<file path="config.mk">
export PLATFORM = sky130hd
export DESIGN_NAME = bus_idle_seq
export DESIGN_NICKNAME = d
export VERILOG_FILES = /design/src/rtl/bis_pkg.sv /design/src/rtl/bis_sync.sv /design/src/rtl/bis_datapath.sv /design/src/rtl/bis_control.sv /design/src/rtl/bus_idle_seq.sv
export SDC_FILE = /design/constraint.sdc
export NUM_CORES = 1
export LEC_CHECK = 0
export BUFFER_PORTS_ARGS = -buffer_cell sky130_fd_sc_hd__buf_4
export CELL_PAD_IN_SITES_DETAIL_PLACEMENT = 1
export CELL_PAD_IN_SITES_GLOBAL_PLACEMENT = 2
export CORE_AREA = 2 2 40 56
export DETAILED_ROUTE_END_ITERATION = 8
export DIE_AREA = 0 0 42 58
export GPL_TIMING_DRIVEN = 0
export PLACE_DENSITY = 0.69
export SETUP_SLACK_MARGIN = 0.4
export SLEW_MARGIN = 20
export SYNTH_ARGS = -nofsm -noshare
export SYNTH_HDL_FRONTEND = slang
export SYNTH_SLANG_ARGS = --single-unit
</file>
<file path="constraint.sdc">
create_clock -name clk -period 1.44 [get_ports clk]
set_input_delay 0.288 -clock clk [delete_from_list [all_inputs] [get_ports clk]]
set_output_delay 0.288 -clock clk [all_outputs]
set_load 0.02 [all_outputs]
</file>
<file path="src/rtl/bis_pkg.sv">
package bis_pkg;

  typedef enum logic [2:0] {
    ST_IDLE  = 3'd0,
    ST_LREQ  = 3'd1,
    ST_LDONE = 3'd2,
    ST_SREQ  = 3'd3,
    ST_SGNT  = 3'd4
  } seqState_t;

  // strobes from control to datapath
  typedef struct packed {
    logic reqUp;
    logic connGo;
    logic grantSec;
    logic clrLocal;
  } ctlStrobes_t;

  // qualified status from datapath to control
  typedef struct packed {
    logic localPend;
    logic gntSeen;
    logic busIdle;
    logic secPend;
  } dpStatus_t;

  localparam int unsigned SYNC_W = 4;
  localparam int unsigned IDX_GNT   = 0;
  localparam int unsigned IDX_FRAME = 1;
  localparam int unsigned IDX_IRDY  = 2;
  localparam int unsigned IDX_SREQ  = 3;

endpackage

</file>
<file path="src/rtl/bis_sync.sv">
module bis_sync #(
  parameter int unsigned STAGES = 2,
  parameter int unsigned WIDTH  = 4,
  parameter logic [WIDTH-1:0] RESET_VAL = '1
) (
  input  logic             clk,
  input  logic             rstN,
  input  logic [WIDTH-1:0] din,
  output logic [WIDTH-1:0] dout
);

  logic [WIDTH-1:0] chain [STAGES];

  generate
    for (genvar s = 0; s < STAGES; s++) begin : g_stage
      if (s == 0) begin : g_first
        always_ff @(posedge clk or negedge rstN) begin
          if (!rstN) chain[s] <= RESET_VAL;
          else       chain[s] <= din;
        end
      end else begin : g_next
        always_ff @(posedge clk or negedge rstN) begin
          if (!rstN) chain[s] <= RESET_VAL;
          else       chain[s] <= chain[s-1];
        end
      end
    end
  endgenerate

  assign dout = chain[STAGES-1];

endmodule

</file>
<file path="src/rtl/bis_datapath.sv">
module bis_datapath
  import bis_pkg::*;
#(
  parameter int unsigned SYNC_STAGES = 2
) (
  input  logic        clk,
  input  logic        rstN,
  input  logic        connReq,
  input  logic        idleGntN,
  input  logic        frameN,
  input  logic        irdyN,
  input  logic        secReqN,
  input  ctlStrobes_t ctl,
  output dpStatus_t   stat,
  output logic        connGo,
  output logic        idleReqN,
  output logic        secGntN
);

  logic [SYNC_W-1:0] rawIn;
  logic [SYNC_W-1:0] syncIn;
  logic              localPendQ;

  always_comb begin
    rawIn            = '1;
    rawIn[IDX_GNT]   = idleGntN;
    rawIn[IDX_FRAME] = frameN;
    rawIn[IDX_IRDY]  = irdyN;
    rawIn[IDX_SREQ]  = secReqN;
  end

  bis_sync #(
    .STAGES    (SYNC_STAGES),
    .WIDTH     (SYNC_W),
    .RESET_VAL ({SYNC_W{1'b1}})
  ) u_sync (
    .clk  (clk),
    .rstN (rstN),
    .din  (rawIn),
    .dout (syncIn)
  );

  // a new pulse wins over the clear of the request just served
  always_ff @(posedge clk or negedge rstN) begin
    if (!rstN)             localPendQ <= 1'b0;
    else if (connReq)      localPendQ <= 1'b1;
    else if (ctl.clrLocal) localPendQ <= 1'b0;
  end

  always_comb begin
    stat.localPend = localPendQ;
    stat.gntSeen   = ~syncIn[IDX_GNT];
    stat.busIdle   = syncIn[IDX_FRAME] & syncIn[IDX_IRDY];
    stat.secPend   = ~syncIn[IDX_SREQ];
  end

  assign connGo   = ctl.connGo;
  assign idleReqN = ~ctl.reqUp;
  // withdrawal releases the grant at once, without waiting for the synchronizer
  assign secGntN  = ~(ctl.grantSec & ~secReqN);

endmodule

</file>
<file path="src/rtl/bis_control.sv">
module bis_control
  import bis_pkg::*;
(
  input  logic        clk,
  input  logic        rstN,
  input  dpStatus_t   stat,
  output ctlStrobes_t ctl
);

  seqState_t stateQ, stateD;

  always_ff @(posedge clk or negedge rstN) begin
    if (!rstN) stateQ <= ST_IDLE;
    else       stateQ <= stateD;
  end

  always_comb begin
    stateD = stateQ;
    unique case (stateQ)
      ST_IDLE: begin
        if (stat.localPend)    stateD = ST_LREQ;
        else if (stat.secPend) stateD = ST_SREQ;
      end
      ST_LREQ: begin
        if (stat.gntSeen && stat.busIdle) stateD = ST_LDONE;
      end
      ST_LDONE: begin
        stateD = stat.secPend ? ST_SREQ : ST_IDLE;
      end
      ST_SREQ: begin
        if (stat.localPend)     stateD = ST_LREQ;
        else if (!stat.secPend) stateD = ST_IDLE;
        else if (stat.gntSeen)  stateD = ST_SGNT;
      end
      ST_SGNT: begin
        if (!stat.secPend) stateD = stat.localPend ? ST_LREQ : ST_IDLE;
      end
      default: stateD = ST_IDLE;
    endcase
  end

  always_comb begin
    ctl.reqUp    = (stateQ != ST_IDLE);
    ctl.connGo   = (stateQ == ST_LDONE);
    ctl.grantSec = (stateQ == ST_SGNT);
    ctl.clrLocal = (stateQ == ST_LDONE);
  end

endmodule

</file>
<file path="src/rtl/bus_idle_seq.sv">
module bus_idle_seq
  import bis_pkg::*;
#(
  parameter int unsigned SYNC_STAGES = 2
) (
  input  logic clk,
  input  logic rstN,
  input  logic connReq,
  output logic connGo,
  output logic idleReqN,
  input  logic idleGntN,
  input  logic frameN,
  input  logic irdyN,
  input  logic secReqN,
  output logic secGntN
);

  ctlStrobes_t ctl;
  dpStatus_t   stat;

  bis_datapath #(
    .SYNC_STAGES (SYNC_STAGES)
  ) u_dp (
    .clk      (clk),
    .rstN     (rstN),
    .connReq  (connReq),
    .idleGntN (idleGntN),
    .frameN   (frameN),
    .irdyN    (irdyN),
    .secReqN  (secReqN),
    .ctl      (ctl),
    .stat     (stat),
    .connGo   (connGo),
    .idleReqN (idleReqN),
    .secGntN  (secGntN)
  );

  bis_control u_ctl (
    .clk  (clk),
    .rstN (rstN),
    .stat (stat),
    .ctl  (ctl)
  );

endmodule

</file>
==> results of run 1 <==
## placed cells by master (no fill, tap or decap), types with 2 or more instances in the layout
cell type  instances
buf_4             14
nor3b_4            2
nand2_1            2
inv_1              3
dfstp_2            8
a21oi_1            2
clkbuf_4           3
nand3b_1           2
a32oi_1            2
dfrtp_1            4
buf_6              7
## state kept, by name (all words and copies together), names as in the netlist
name and cells:
u_dp.localPendQ 1, u_dp.u_sync.chain 4, u_ctl.stateQ 3, u_dp.u_sync.dout 4
## worst max-delay path, stage by stage (launching register included)
cell	delay, ps
dfrtp_1	370
buf_6	140
nor2_4	150
nand3b_1	110
buf_6	140
## layout make-up
| class | count | area, µm² |
|---|---|---|
| Clock buffer | 4 | 36.3 |
| Timing Repair Buffer | 20 | 180 |
| Buffer | 3 | 33.8 |
| Sequential cell | 12 | 310 |
| Tap cell | 21 | 26.3 |
| Fill cell | 213 | 1100 |
| Multi-Input combinational cell | 26 | 226 |
| Inverter | 3 | 11.3 |
## per-stage QoR
stage	TNS (ps)	hold slack, ps	power (mW)	instance area (µm²)
floorplan	0	-7.59	1.00	563
global placement	-26.1	130	1.17	657
detailed placement	-33.0	135	1.18	657
CTS	-86.7	109	1.61	772
global route	-267	103	1.80	825
finish	-65.8	123	1.69	825
## per-layer routing
layer  up-vias  track usage  wire length, µm  share of wire
li1        208            -                -              -
met1       211        0.125              481           0.39
met2         5        0.199              695           0.57
met3         2      0.00935               26          0.021
met4         0       0.0968               16          0.013
met5         -            0                0              0
## worst paths after layout
kind,startpoint,slack (ps),depth (start not counted),endpoint
worst max-delay path,u_ctl.stateQ[1],-30,4,secGntN
worst min register to register,u_dp.u_sync.chain[4],360,0,u_dp.u_sync.dout[0]
worst min-delay path,frameN,120,1,u_dp.u_sync.chain[5]
min in group asynchronous,rstN,410,2,u_ctl.stateQ[2]
max in group asynchronous,rstN,800,2,u_dp.u_sync.dout[0]
worst max register to register,u_dp.u_sync.dout[0],-30,4,u_ctl.stateQ[0]
## power by group
part	internal [mW]	total [mW]	switching (mW)
combinational	0.525	0.978	0.453
sequential	0.412	0.455	0.0424
clock	0.154	0.261	0.107
total	1.09	1.69	0.603
## repair_timing
action | CTS | global route
setup endpoints to repair | 6 | 7
hold buffers | 1 | 0
hold endpoints to repair | 4 | 0
pin swaps | 4 | 6
resized for setup | 1 | 7
buffers inserted | 7 | 3
## cell families (layout without fill, tap and decap cells)
group	Yosys count	count (layout)	synth area share
AND/OR/NAND/NOR	13	13	0.150
AO/OA/AOI/OAI	12	12	0.182
flip-flops	12	12	0.565
buffers and inverters	6	30	0.0752
multiplexers	1	1	0.0273
==> results.ini, run 1 <==
[timing]
final.period_utilization = 1.02
hold_viol = 0
fin_ws_ps = -32.7
fin_skew_ps = 2.85
slew_viol_final = 0
worst_pin_slew_ps = 245
relSlewSlack = 0.836
setup_viol = 3
rsz0062_at_grt = true
timing.fmax_ghz = 0.679
fin_crit_ps = 1470

[global_route]
grt_max_degree = 13
antenna_found_initial = 0
grt_pass1_vias = 437
grt_use_total = 0.115
grt.overflow.total = 0
grt_pass1_wl_um = 2010

[die]
die_area_mm2 = 0.00244
die_y_um = 58
io_pins = 10
initial_core_util = 0.285
coreArea_mm2 = 0.00193
rows = 19
die_x_um = 42

[clock_network]
clock_latency_ps = 270
h-tree-depth = 1
cts_num_sinks = 12
cts-root-buf = clkbuf_4
numCtsBuffers = 3
cts_tree = yes
clock_path_buffers = 2
clk_pin_slew_ps = 70

[placement]
dp_slack_ps = -33.0
io_buffers = 9
hpwl_um = 748
dp.cells = 74
gp_congestion = 0.720

[critical_path]
worst_setup_path_start_kind = flip-flop
worstPathRequired_ps = 1150
worstPathArrival_ps = 1180
crit_type = flip-flop to primary output
path_max_fanout = 9
crit_path_end_kind = primary output

[routing]
num_vias = 426
wl_per_cell_um = 13.7
ant_nets = 0
wl_um = 1220
via_per_inst = 4.79
drtPass1Iterations = 3
drc_errors = 0
drtIter0Drc = 3

[cells_and_area]
drive_above_1_share = 0.618
fin_nets = 76
final_cells = 89
area_growth_pct = 50.1
post-route-util = 0.428
diodes = 0

[min_path]
min_path_type = primary input to flip-flop

[run_status]
status = complete, but fails checks
violations = setup timing

[job]
maxCapViolCount = 0

[synthesis]
yosysWarningCount = 0
synth_flop_cell = dfstp_2
synth_common_cells = dfstp_2 (8), dfrtp_1 (4), a21oi_1 (3), inv_1 (3), nand2_1 (3)
synth_edf_count = 0
synth_nets = 51
netlist.area_leader.share = 0.383
yosysMostFrequentCell = dfstp_2
synth.distinct_cells = 24
avgSynthCellArea_um2 = 12.5
synth_cells = 44
synth-seq-cells = 12
ys_seq_area_frac = 0.565
synth_area_leaders = dfstp_2 (38%), dfrtp_1 (18%), buf_6 (4.1%)
syn_area_um2 = 549
synth_top_cell_by_area = dfstp_2
async_flop_share = 1.00

[power]
leakage_nw = 0.362
p_per_area_mw_per_mm2 = 2050
ir_drop_uv = 1040

No activity file was read; power rests on OpenSTA's default activity.
==> inputs of run 2 (changes only) <==
- CORE_AREA: 2 2 40 56 -> 2 2 46 48
- DIE_AREA: 0 0 42 58 -> 0 0 48 50
- PLACE_DENSITY: 0.69 -> 0.7
==> results.ini, run 2 (same netlist as run 1, synthesis figures left out) <==
[run_status]
status = complete, but fails checks
violations = setup timing

[die]
initial_core_util = 0.289  ; +0.00357
die_area_mm2 = 0.00240  ; -1.5%
die_x_um = 48  ; +14%
io_pins = 10  ; unchanged
rows = 16  ; -3
coreArea_mm2 = 0.00190  ; -1.2%
die_y_um = 50  ; -14%

[min_path]
min_from = idleGntN
hold-path-endpoint = u_dp.u_sync.chain[4]
min_path_cells = 1  ; unchanged
min_path_type = primary input to flip-flop

[placement]
place_area_um2 = 664  ; +1.1%
io_buffers = 9  ; unchanged
hpwl_um = 775  ; +3.6%
gp_congestion = 0.719  ; -0.11%

[critical_path]
worstPathCellList = inv_1 -> a32oi_2 -> o31ai_2 -> mux2_4
rrSetupSlack_ps = -40  ; about the same
rr_startpoint = u_dp.u_sync.dout[3]
path_max_fanout = 7  ; -2
cp_slowest_cell = dfstp_2
worstPathArrival_ps = 1630  ; +450 ps
slowest_delay_ps = 600  ; +230 ps
worst_setup_path_start_kind = flip-flop
crit_type = flip-flop to flip-flop
r2r_cells = 4  ; unchanged
worstPathRequired_ps = 1600  ; +450 ps
crit_path_end_kind = flip-flop
reg2reg_to = u_ctl.stateQ[0]

[timing]
worst_pin_slew_ps = 255  ; +9.42 ps
fin_crit_ps = 1480  ; +2.69 ps
tns_ps = -61.5  ; +4.25 ps
hold_viol = 0  ; unchanged
timing.fmax_ghz = 0.678  ; -0.18%
slew_viol_final = 0  ; unchanged
relSlewSlack = 0.829  ; -0.00632
rsz0062_at_grt = true
fin_skew_ps = 2.43  ; -0.418 ps
fin_ws_ps = -35.4  ; -2.69 ps
final.period_utilization = 1.02  ; +0.00187
setup_viol = 2  ; -1

[cells_and_area]
fin_nets = 73  ; -3.9%
layout_common_cells = buf_4 (13), dfstp_2 (8), buf_6 (6)
drive_above_1_share = 0.585  ; -0.0330
post-route-util = 0.413  ; -0.0157
area_growth_pct = 42.8
final_common_cell = buf_4
design_area_um2 = 785  ; -4.9%
diodes = 0  ; unchanged

[power]
finalPower_mw = 1.65  ; -2.8%
p_per_area_mw_per_mm2 = 2100  ; +2.2%
swShare = 0.355  ; -0.000710
leakage_nw = 0.342  ; -5.6%
power_frac_clock = 0.157  ; +0.003
internal-power_mw = 1.06  ; -2.7%
seqPwrFrac = 0.276  ; +0.008
switching_power_mw = 0.585  ; -3.0%
power.share.combinational = 0.566  ; -0.012
ir_drop_uv = 681  ; -34%

[routing]
drtIter0Drc = 4  ; +1
drtPass1Iterations = 4  ; +1
wl_per_cell_um = 12.6  ; -7.7%
ant_nets = 0  ; unchanged
num_vias = 427  ; +0.23%
drc_errors = 0  ; unchanged
wl_um = 1160  ; -4.6%
via_per_inst = 4.64  ; -3.0%

[global_route]
grt_pass1_wl_um = 2060  ; +2.4%
grt.overflow.total = 0  ; unchanged
grt_use_total = 0.127  ; +0.0124
grt_pass1_vias = 466  ; +6.6%
antenna_found_initial = 0  ; unchanged
grt_max_degree = 13  ; unchanged

[clock_network]
cts-root-buf = clkbuf_4
h-tree-depth = 1  ; unchanged
numCtsBuffers = 3  ; unchanged
cts_tree = yes
clock_path_buffers = 2  ; unchanged
clk_pin_slew_ps = 70  ; about the same
clock_latency_ps = 260  ; about the same
cts_num_sinks = 12  ; unchanged

[job]
maxCapViolCount = 0  ; unchanged

==> run 2: worst max path at each step <==
| stage | start | to | cells after the start |
|---|---|---|---|
| after floorplan | u_dp.u_sync.dout[0] | u_ctl.stateQ[0] | 4 |
| after global placement | u_dp.u_sync.dout[3] | u_ctl.stateQ[0] | 4 |
| after detailed placement | u_ctl.stateQ[1] | u_ctl.stateQ[0] | 5 |
| after CTS | u_ctl.stateQ[0] | secGntN | 4 |
| after global routing | u_ctl.stateQ[1] | secGntN | 4 |
| final | u_dp.u_sync.dout[3] | u_ctl.stateQ[0] | 4 |
==> run 2: critical path, delay by kind of cell, from the launching register on <==
kind / cells / cell delay (ps)
buf+inv: 1 / 80
compound gates: 2 / 390
flops: 1 / 600
mux: 1 / 300
==> run 2: through the flow <==
| step | cells | hold WS [ps] | worst slack (ps) |
|---|---|---|---|
| after floorplan | 44 | -7.59 | 58.0 |
| after global placement | 80 | 133 | -8.81 |
| after detailed placement | 80 | 134 | -31.1 |
| after CTS | 90 | 115 | -44.2 |
| after global routing | 92 | 103 | -120 |
| final | 92 | 126 | -35.4 |
==> run 2: metal layers <==
metal | wire [µm] | share of wire | track usage
met1 | 484 | 0.42 | 0.146
met2 | 615 | 0.53 | 0.198
met3 | 48 | 0.041 | 0.0549
met4 | 14 | 0.012 | 0.0541
met5 | 0 | 0 | 0
==> run 2: what timing repair did <==
action	in CTS	in global routing
endpoints found under the hold margin	4	0
pin swaps	4	3
gates resized for setup	3	2
hold buffers	1	0
setup buffers	5	2
endpoints found under the setup margin	6	6
==> run 2: power by group through the flow <==
stage	registers (mW)	clock network (mW)	logic, mW
after floorplan	0.456	0	0.548
after global placement	0.467	0	0.704
after detailed placement	0.468	0	0.708
after CTS	0.457	0.273	0.850
after global routing	0.466	0.292	1.02
final	0.455	0.259	0.932
==> run 2: cell type report <==
class | instances | area [µm²]
fill | 219 | 1120
sequential | 12 | 310
multi-input combinational | 26 | 218
timing repair buffer | 17 | 141
clock buffer | 4 | 36.3
buffer | 3 | 33.8
tap | 27 | 33.8
inverter | 3 | 11.3
